$ cat src/rtl/phy_scan_pkg.sv
package phy_scan_pkg;

  localparam int REG_W = 5;
  localparam logic [REG_W-1:0] ID1_REG = 5'd2;
  localparam logic [REG_W-1:0] ID2_REG = 5'd3;

  typedef enum logic [2:0] {
    S_IDLE,
    S_ASK1,
    S_HEAR1,
    S_GAP,
    S_ASK2,
    S_HEAR2
  } scanStateT;

  // control -> datapath
  typedef struct packed {
    logic clrAll;
    logic clrAddr;
    logic incAddr;
    logic incPass;
    logic clrDelay;
    logic incDelay;
    logic ldHi;
    logic ldLo;
    logic setFound;
    logic setNone;
  } scanStrobeT;

  // datapath -> control
  typedef struct packed {
    logic lastAddr;
    logic lastPass;
    logic delayDone;
    logic absent;
  } scanStatusT;

endpackage

$ cat src/rtl/phy_scan_ctrl.sv
module phy_scan_ctrl
  import phy_scan_pkg::*;
(
  input  logic       clk,
  input  logic       rstN,
  input  logic       start,
  input  logic       reqReady,
  input  logic       rspDone,
  input  scanStatusT stat,
  output scanStrobeT stb,
  output logic       reqValid,
  output logic       regSel,
  output logic       busy
);

  scanStateT state, nextState;

  always_ff @(posedge clk) begin
    if (!rstN) state <= S_IDLE;
    else       state <= nextState;
  end

  always_comb begin
    nextState = state;
    stb       = '0;
    reqValid  = 1'b0;
    regSel    = 1'b0;
    case (state)
      S_IDLE: begin
        if (start) begin
          stb.clrAll = 1'b1;
          nextState  = S_ASK1;
        end
      end
      S_ASK1: begin
        reqValid = 1'b1;
        if (reqReady) nextState = S_HEAR1;
      end
      S_HEAR1: begin
        if (rspDone) begin
          if (!stat.absent) begin
            stb.ldHi  = 1'b1;
            nextState = S_ASK2;
          end else if (!stat.lastAddr) begin
            stb.incAddr = 1'b1;
            nextState   = S_ASK1;
          end else if (!stat.lastPass) begin
            stb.clrDelay = 1'b1;
            nextState    = S_GAP;
          end else begin
            stb.setNone = 1'b1;
            nextState   = S_IDLE;
          end
        end
      end
      S_GAP: begin
        stb.incDelay = 1'b1;
        if (stat.delayDone) begin
          stb.clrAddr = 1'b1;
          stb.incPass = 1'b1;
          nextState   = S_ASK1;
        end
      end
      S_ASK2: begin
        reqValid = 1'b1;
        regSel   = 1'b1;
        if (reqReady) nextState = S_HEAR2;
      end
      S_HEAR2: begin
        if (rspDone) begin
          stb.ldLo     = 1'b1;
          stb.setFound = 1'b1;
          nextState    = S_IDLE;
        end
      end
      default: nextState = S_IDLE;
    endcase
  end

  assign busy = (state != S_IDLE);

endmodule

$ cat src/rtl/phy_scan_dp.sv
module phy_scan_dp
  import phy_scan_pkg::*;
#(
  parameter int ADDR_W      = 5,
  parameter int DATA_W      = 16,
  parameter int PASS_MAX    = 11,
  parameter int WAIT_CYCLES = 1000000
) (
  input  logic                  clk,
  input  logic                  rstN,
  input  scanStrobeT            stb,
  input  logic                  regSel,
  input  logic [DATA_W-1:0]     rspData,
  output scanStatusT            stat,
  output logic [ADDR_W-1:0]     reqAddr,
  output logic [REG_W-1:0]      reqReg,
  output logic                  found,
  output logic                  notFound,
  output logic [ADDR_W-1:0]     phyAddr,
  output logic [2*DATA_W-1:0]   phyId
);

  localparam int NUM_ADDR = 1 << ADDR_W;
  localparam int PASS_W   = $clog2(PASS_MAX + 1);
  localparam int DLY_W    = $clog2(WAIT_CYCLES + 1);

  logic [ADDR_W-1:0] curAddr;
  logic [PASS_W-1:0] passCnt;
  logic [DLY_W-1:0]  delayCnt;
  logic [DATA_W-1:0] idHi, idLo;
  logic              foundQ, noneQ;

  always_ff @(posedge clk) begin
    if (!rstN || stb.clrAll || stb.clrAddr) curAddr <= '0;
    else if (stb.incAddr)                   curAddr <= curAddr + 1'b1;
  end

  always_ff @(posedge clk) begin
    if (!rstN || stb.clrAll) passCnt <= PASS_W'(1);
    else if (stb.incPass)    passCnt <= passCnt + 1'b1;
  end

  always_ff @(posedge clk) begin
    if (!rstN || stb.clrAll || stb.clrDelay) delayCnt <= '0;
    else if (stb.incDelay)                   delayCnt <= delayCnt + 1'b1;
  end

  always_ff @(posedge clk) begin
    if (!rstN || stb.clrAll) begin
      idHi   <= '0;
      idLo   <= '0;
      foundQ <= 1'b0;
      noneQ  <= 1'b0;
    end else begin
      if (stb.ldHi)     idHi   <= rspData;
      if (stb.ldLo)     idLo   <= rspData;
      if (stb.setFound) foundQ <= 1'b1;
      if (stb.setNone)  noneQ  <= 1'b1;
    end
  end

  assign stat.lastAddr  = (curAddr == ADDR_W'(NUM_ADDR - 1));
  assign stat.lastPass  = (passCnt == PASS_W'(PASS_MAX));
  assign stat.delayDone = (delayCnt == DLY_W'(WAIT_CYCLES - 1));
  assign stat.absent    = (rspData == {DATA_W{1'b1}});

  assign reqAddr  = curAddr;
  assign reqReg   = regSel ? ID2_REG : ID1_REG;
  assign found    = foundQ;
  assign notFound = noneQ;
  assign phyAddr  = foundQ ? curAddr : '0;
  assign phyId    = {idHi, idLo};

endmodule

$ cat src/rtl/phy_scan_top.sv
module phy_scan_top
  import phy_scan_pkg::*;
#(
  parameter int ADDR_W      = 5,
  parameter int DATA_W      = 16,
  parameter int PASS_MAX    = 11,
  parameter int WAIT_CYCLES = 1000000
) (
  input  logic                clk,
  input  logic                rstN,
  input  logic                start,
  output logic                reqValid,
  input  logic                reqReady,
  output logic [ADDR_W-1:0]   reqAddr,
  output logic [4:0]          reqReg,
  input  logic                rspDone,
  input  logic [DATA_W-1:0]   rspData,
  output logic                busy,
  output logic                found,
  output logic                notFound,
  output logic [ADDR_W-1:0]   phyAddr,
  output logic [2*DATA_W-1:0] phyId
);

  scanStrobeT stb;
  scanStatusT stat;
  logic       regSel;

  phy_scan_ctrl u_ctrl (
    .clk      (clk),
    .rstN     (rstN),
    .start    (start),
    .reqReady (reqReady),
    .rspDone  (rspDone),
    .stat     (stat),
    .stb      (stb),
    .reqValid (reqValid),
    .regSel   (regSel),
    .busy     (busy)
  );

  phy_scan_dp #(
    .ADDR_W      (ADDR_W),
    .DATA_W      (DATA_W),
    .PASS_MAX    (PASS_MAX),
    .WAIT_CYCLES (WAIT_CYCLES)
  ) u_dp (
    .clk      (clk),
    .rstN     (rstN),
    .stb      (stb),
    .regSel   (regSel),
    .rspData  (rspData),
    .stat     (stat),
    .reqAddr  (reqAddr),
    .reqReg   (reqReg),
    .found    (found),
    .notFound (notFound),
    .phyAddr  (phyAddr),
    .phyId    (phyId)
  );

endmodule

$ cat config.mk
export PLATFORM = sky130hd
export DESIGN_NAME = phy_scan_top
export DESIGN_NICKNAME = d
export VERILOG_FILES = /design/src/rtl/phy_scan_pkg.sv /design/src/rtl/phy_scan_ctrl.sv /design/src/rtl/phy_scan_dp.sv /design/src/rtl/phy_scan_top.sv
export SDC_FILE = /design/constraint.sdc
export NUM_CORES = 1
export LEC_CHECK = 0
export BUFFER_PORTS_ARGS = -buffer_cell sky130_fd_sc_hd__buf_4
export CORE_MARGIN = 4
export CORE_UTILIZATION = 53
export CTS_CLUSTER_DIAMETER = 40
export DETAILED_ROUTE_END_ITERATION = 6
export PLACE_DENSITY_LB_ADDON = 0.08
export SLEW_MARGIN = 20
export SYNTH_ARGS = -nofsm -noshare
export SYNTH_HDL_FRONTEND = slang
export SYNTH_HIERARCHICAL = 1
export SYNTH_SLANG_ARGS = --single-unit
$ cat constraint.sdc
create_clock -name clk -period 3.1 [get_ports clk]
set_input_delay 0.62 -clock clk [delete_from_list [all_inputs] [get_ports clk]]
set_output_delay 0.62 -clock clk [all_outputs]
set_load 0.02 [all_outputs]
* Yosys cells after proc, flatten, opt, wreduce, memory -nomap -nowiden
Cells that the tools add are included.
** Storage, ports and cells
- Register bits after elaboration :: 66
- Input port bits :: 21
- Output and inout port bits :: 51
- Word-level logic and storage cells :: 72
** Operators by class
- Add/sub/neg operators :: 3
- Eq/ne operators :: 15
- Mux-type cells :: 38
- Reductions and logical operators :: 8
** Operator list (number)
- 1-bit two-way mux :: 25
- 3-bit two-way mux :: 7
- 20-bit by 1-bit adder with 20-bit output, second input constant :: 1
- 20-bit == test, second input constant :: 1
- 3-bit one-hot mux with 6 select lines :: 1
- 16-bit == test, second input constant :: 1
- 2-bit inequality test, second input constant :: 6
- 2-bit two-way mux :: 4
- 3-bit by 2-bit == test with 1-bit output, second input constant :: 2
- 3-bit == test, second input constant :: 2
- 6-bit AND reduction :: 1
- 5-bit by 1-bit adder with 5-bit output, second input constant :: 1
- 5-bit == test, second input constant :: 1
- 5-bit two-way mux :: 1
- 4-bit by 1-bit adder with 4-bit output, second input constant :: 1
- 4-bit == test, second input constant :: 1
- 3-bit by 1-bit == test with 1-bit output, second input constant :: 1
- 3-bit logical NOT :: 1
- 1-bit logical OR :: 3
- 3-bit nonzero test :: 1
- 2-bit OR reduction :: 1
- 1-bit logical NOT :: 1

* Depth between registers and ports, before layout
- Word-level depth :: 7
- Mapped depth :: 9
- Gate-level depth less buffers :: 8

* Cells and area by module
The synthesis kept the hierarchy.
** By module, submodules not included
- phy_scan_dp :: times used 1, cells each 280, area an instance 2668.8 µm², seq. area each 1261.2 µm²
- phy_scan_ctrl :: times used 1, cells each 48, area an instance 350.3 µm², seq. area each 60.1 µm²

* Least setup slack after synthesis
No wires, ideal clock.
- Path kind :: input -> register
- Start :: input port rspData[10]
- End :: register u_dp.delayCnt[0]
- Library setup time :: 0.128 ns
- Arrival :: 2.264 ns
- Required time :: 2.972 ns
- Path slack :: 0.708 ns
- Stages :: 8
- Path buffers :: 2
- Cell sequence :: nand4_1 -> nor4_1 -> nand2_1 -> nor3_1 -> or2_2 -> clkbuf_1 -> clkbuf_1 -> nor2_1
** RTL lines
- start: declaration :: line phy_scan_top.sv:17 : input logic [DATA_W-1:0] rspData,
- end signal: assignment :: line phy_scan_dp.sv:45 : else if (stb.incDelay) delayCnt <= delayCnt + 1'b1;
- end: declaration :: line phy_scan_dp.sv:29 : logic [DLY_W-1:0] delayCnt;

==> metrics.cfg <==
[critical_path]
path_class = reg -> reg
cp-start-kind = flip-flop
worstPathArrival_ns = 2.66
cp-end-kind = flip-flop
timing.rr.end = u_dp/passCnt[3]$_SDFFE_PP0P_
cp_max_fo = 9
critical_path_required_ns = 3.31
r2r_start = u_dp/delayCnt[0]$_SDFFE_PP0P_
r2r_slack_ns = 0.65
ff2ff_path_depth = 8

[timing]
tightest_slew_ns = 0.856
fin_crit_sh = 0.790
rsz0062_at_grt = false
hold_viol = 0
period_needed_ns = 2.45
setup_ws_ns = 0.651
setup_tns_ns = 0
fin_skew_ns = 0.00778
fin_hold_ws_ns = 0.497
setup_violations = 0
max_freq_mhz = 408
drv_slew = 0
slew_headroom = 0.424

[logic_synthesis]
async_reset_ff_frac = 0
ys_ff_latch = 66
synthFlopType = dfxtp_1
synthCells = 328
synth.cell_area_mm2 = 0.00302
syn_area_per_cell_um2 = 9.20
yosysSeqAreaShare = 0.438
yosysUniqueCellTypes = 48
synth_edf_count = 0
ys_warn_count = 6

[place]
gp_congestion = 0.770
port_buffers = 67
dp_slack_ns = 0.475
dp.final_hpwl_um = 4430

[run]
drv_cap = 0

[detailed_routing]
post_drt_via_cell_ratio = 5.36
drt-wirelength-per-cell_um = 13.4
drt-pass1-iter-count = 4
routed-wl-met3_um = 425
route.detailed.drc = 0
ant_nets = 0
m1WireLength_um = 2870
drt_iter0_markers = 111
postRouteWirelength_um = 6180
num_vias = 2470
top_layer = met4
met2_length_um = 2770

[power]
vdd_drop_max_v = 0.000310
p_per_area_mw_per_mm2 = 515
leakage_nw = 1.43
p_total_mw = 1.90

[floorplan]
start_util = 0.548
io_pins = 72
fp.dieW_um = 83.5
core_mm2 = 0.00551
rows = 27
fp.dieH_um = 83.5
die_area_mm2 = 0.00697

[global_route]
grt_max_degree = 45
grt_pass1_vias = 2367
grt_first_pass_wirelength_um = 10700
grt.total_usage = 0.185
overflow = 0
antenna_found_initial = 0

[final_layout]
antenna_cells = 0
synthToLayoutAreaGrowth_pct = 22.3
nets = 409
layout-drive-gt1-share = 0.260

[clocking]
htree_levels = 3
insertion_delay_ns = 0.33
cts_buffer_depth = 2
holdBufCountCts = 0
numCtsBuffers = 9
cts_setup_buffers = 0
cts_tree = built
clkTransAtPathRegs_ns = 0.07
cts_root_buf = clkbuf_8
cts-resized-gates = 0
cts_sinks = 66

[min_path]
hold-path-endpoint = u_dp/idLo[12]$_SDFFE_PP0P_
holdCritPathClass = reg -> reg
hold_depth = 2
min-delay-start = u_dp/idLo[12]$_SDFFE_PP0P_

[status]
run_status = complete, no violations

## cells by family after synthesis
family | Yosys count | share of synthesized area
fa+ha+maj | 4 | 0.0166
mux | 38 | 0.126
buf+inv | 32 | 0.0593
compound gates | 28 | 0.0609
other cells | 2 | 0.00249
simple gates | 142 | 0.251
xor+xnor | 16 | 0.0464
flops | 66 | 0.438
## cell usage after synthesis, types with 3 or more instances
library cell | number | share of area
mux2i_1 | 38 | 0.13
a21oi_1 | 10 | 0.017
nand4_1 | 13 | 0.027
nand2_1 | 10 | 0.012
xnor2_1 | 5 | 0.015
nor3_1 | 9 | 0.015
xor2_1 | 11 | 0.032
nand3_1 | 6 | 0.0099
inv_1 | 4 | 0.0050
nand3b_1 | 3 | 0.0075
dfxtp_1 | 66 | 0.44
nor4_1 | 3 | 0.0062
or3_1 | 4 | 0.0083
or4_1 | 5 | 0.012
nor2_1 | 55 | 0.068
and2_1 | 8 | 0.017
ha_1 | 4 | 0.017
clkbuf_1 | 9 | 0.011
buf_2 | 8 | 0.013
o31ai_1 | 5 | 0.012
o21ai_0 | 5 | 0.0083
and3_1 | 5 | 0.010
buf_4 | 9 | 0.022
nand2b_1 | 4 | 0.0083
## report_power, final
group	switching (mW)	internal, mW	leakage (nW)
Combinational	0.157	0.115	0.798
Sequential	0.0338	0.866	0.532
Clock	0.315	0.414	0.0986
## metal layers
metal | track usage | vias up
li1 | - | 1238
met3 | 0.0661 | 12
met2 | 0.285 | 75
met5 | 0 | -
met4 | 0.0775 | 0
met1 | 0.234 | 1145
## through the flow
| step | cell area (um2) | std cells | utilization |
|---|---|---|---|
| floorplan | 3030 | 330 | - |
| global placement | 3490 | 445 | 0.633 |
| detailed placement | 3490 | 445 | 0.633 |
| CTS | 3690 | 461 | 0.671 |
| global route | 3690 | 461 | 0.671 |
| finish | 3690 | 461 | 0.671 |
## layout make-up
class / count / area [um2]
Sequential cell: 66 / 1320
Tap cell: 72 / 90.1
Timing Repair Buffer: 71 / 533
Clock inverter: 4 / 50.0
Multi-Input combinational cell: 232 / 1530
Inverter: 4 / 15.0
Fill cell: 436 / 1810
Clock buffer: 12 / 155
## how the worst max path moves through the flow
stage                                               end                          start  slack (ns)
after floorplan           u_dp/delayCnt[0]$_SDFFE_PP0P_                    rspData[10]        0.71
after global placement    u_dp/delayCnt[8]$_SDFFE_PP0P_                     rspData[9]        0.63
after detailed placement  u_dp/delayCnt[8]$_SDFFE_PP0P_                     rspData[9]        0.48
after CTS                  u_dp/passCnt[3]$_SDFFE_PP0P_  u_dp/delayCnt[0]$_SDFFE_PP0P_        0.66
after global routing       u_dp/passCnt[3]$_SDFFE_PP0P_  u_dp/delayCnt[0]$_SDFFE_PP0P_        0.52
final                      u_dp/passCnt[3]$_SDFFE_PP0P_  u_dp/delayCnt[0]$_SDFFE_PP0P_        0.65
## critical path, cell delays in order (launching register included)
cell	delay (ns)
dfxtp_1	0.36
ha_1	0.28
nor4b_1	0.25
nand3b_1	0.10
nor4_1	0.45
and3_1	0.49
nand4_1	0.17
xor2_1	0.16
nor2_1	0.05
## cell usage in the layout (no fill, tap or decap), types with 2 or more instances in the layout
cell type,netlist,layout
clkbuf_8,0,11
a21oi_1,10,10
xor2_1,11,11
clkinvlp_4,0,2
o21a_1,2,2
or3_2,2,2
nor3_1,9,9
nor4_1,3,3
ha_1,4,4
nor2_2,1,2
inv_1,4,4
nand3_1,6,6
nand2_1,10,10
or3_1,4,4
xnor2_1,5,5
nand2b_1,4,4
buf_4,9,71
and3_1,5,5
mux2i_1,38,38
and2_1,8,8
or4_1,5,5
dfxtp_1,66,66
o31ai_1,5,5
nand3b_1,3,3
o21ai_0,5,5
nor3b_1,2,2
nor2_1,55,54
conb_1,2,4
nand4_1,13,13
## flip-flops by register name, indices dropped and copies added, names as in the netlist
register	count
u_dp/notFound	1
u_ctrl/state	3
u_dp/found	1
u_dp/idHi	16
u_dp/passCnt	4
u_dp/idLo	16
u_dp/reqAddr	5
u_dp/delayCnt	20
Power figures use the tool's default switching activity.
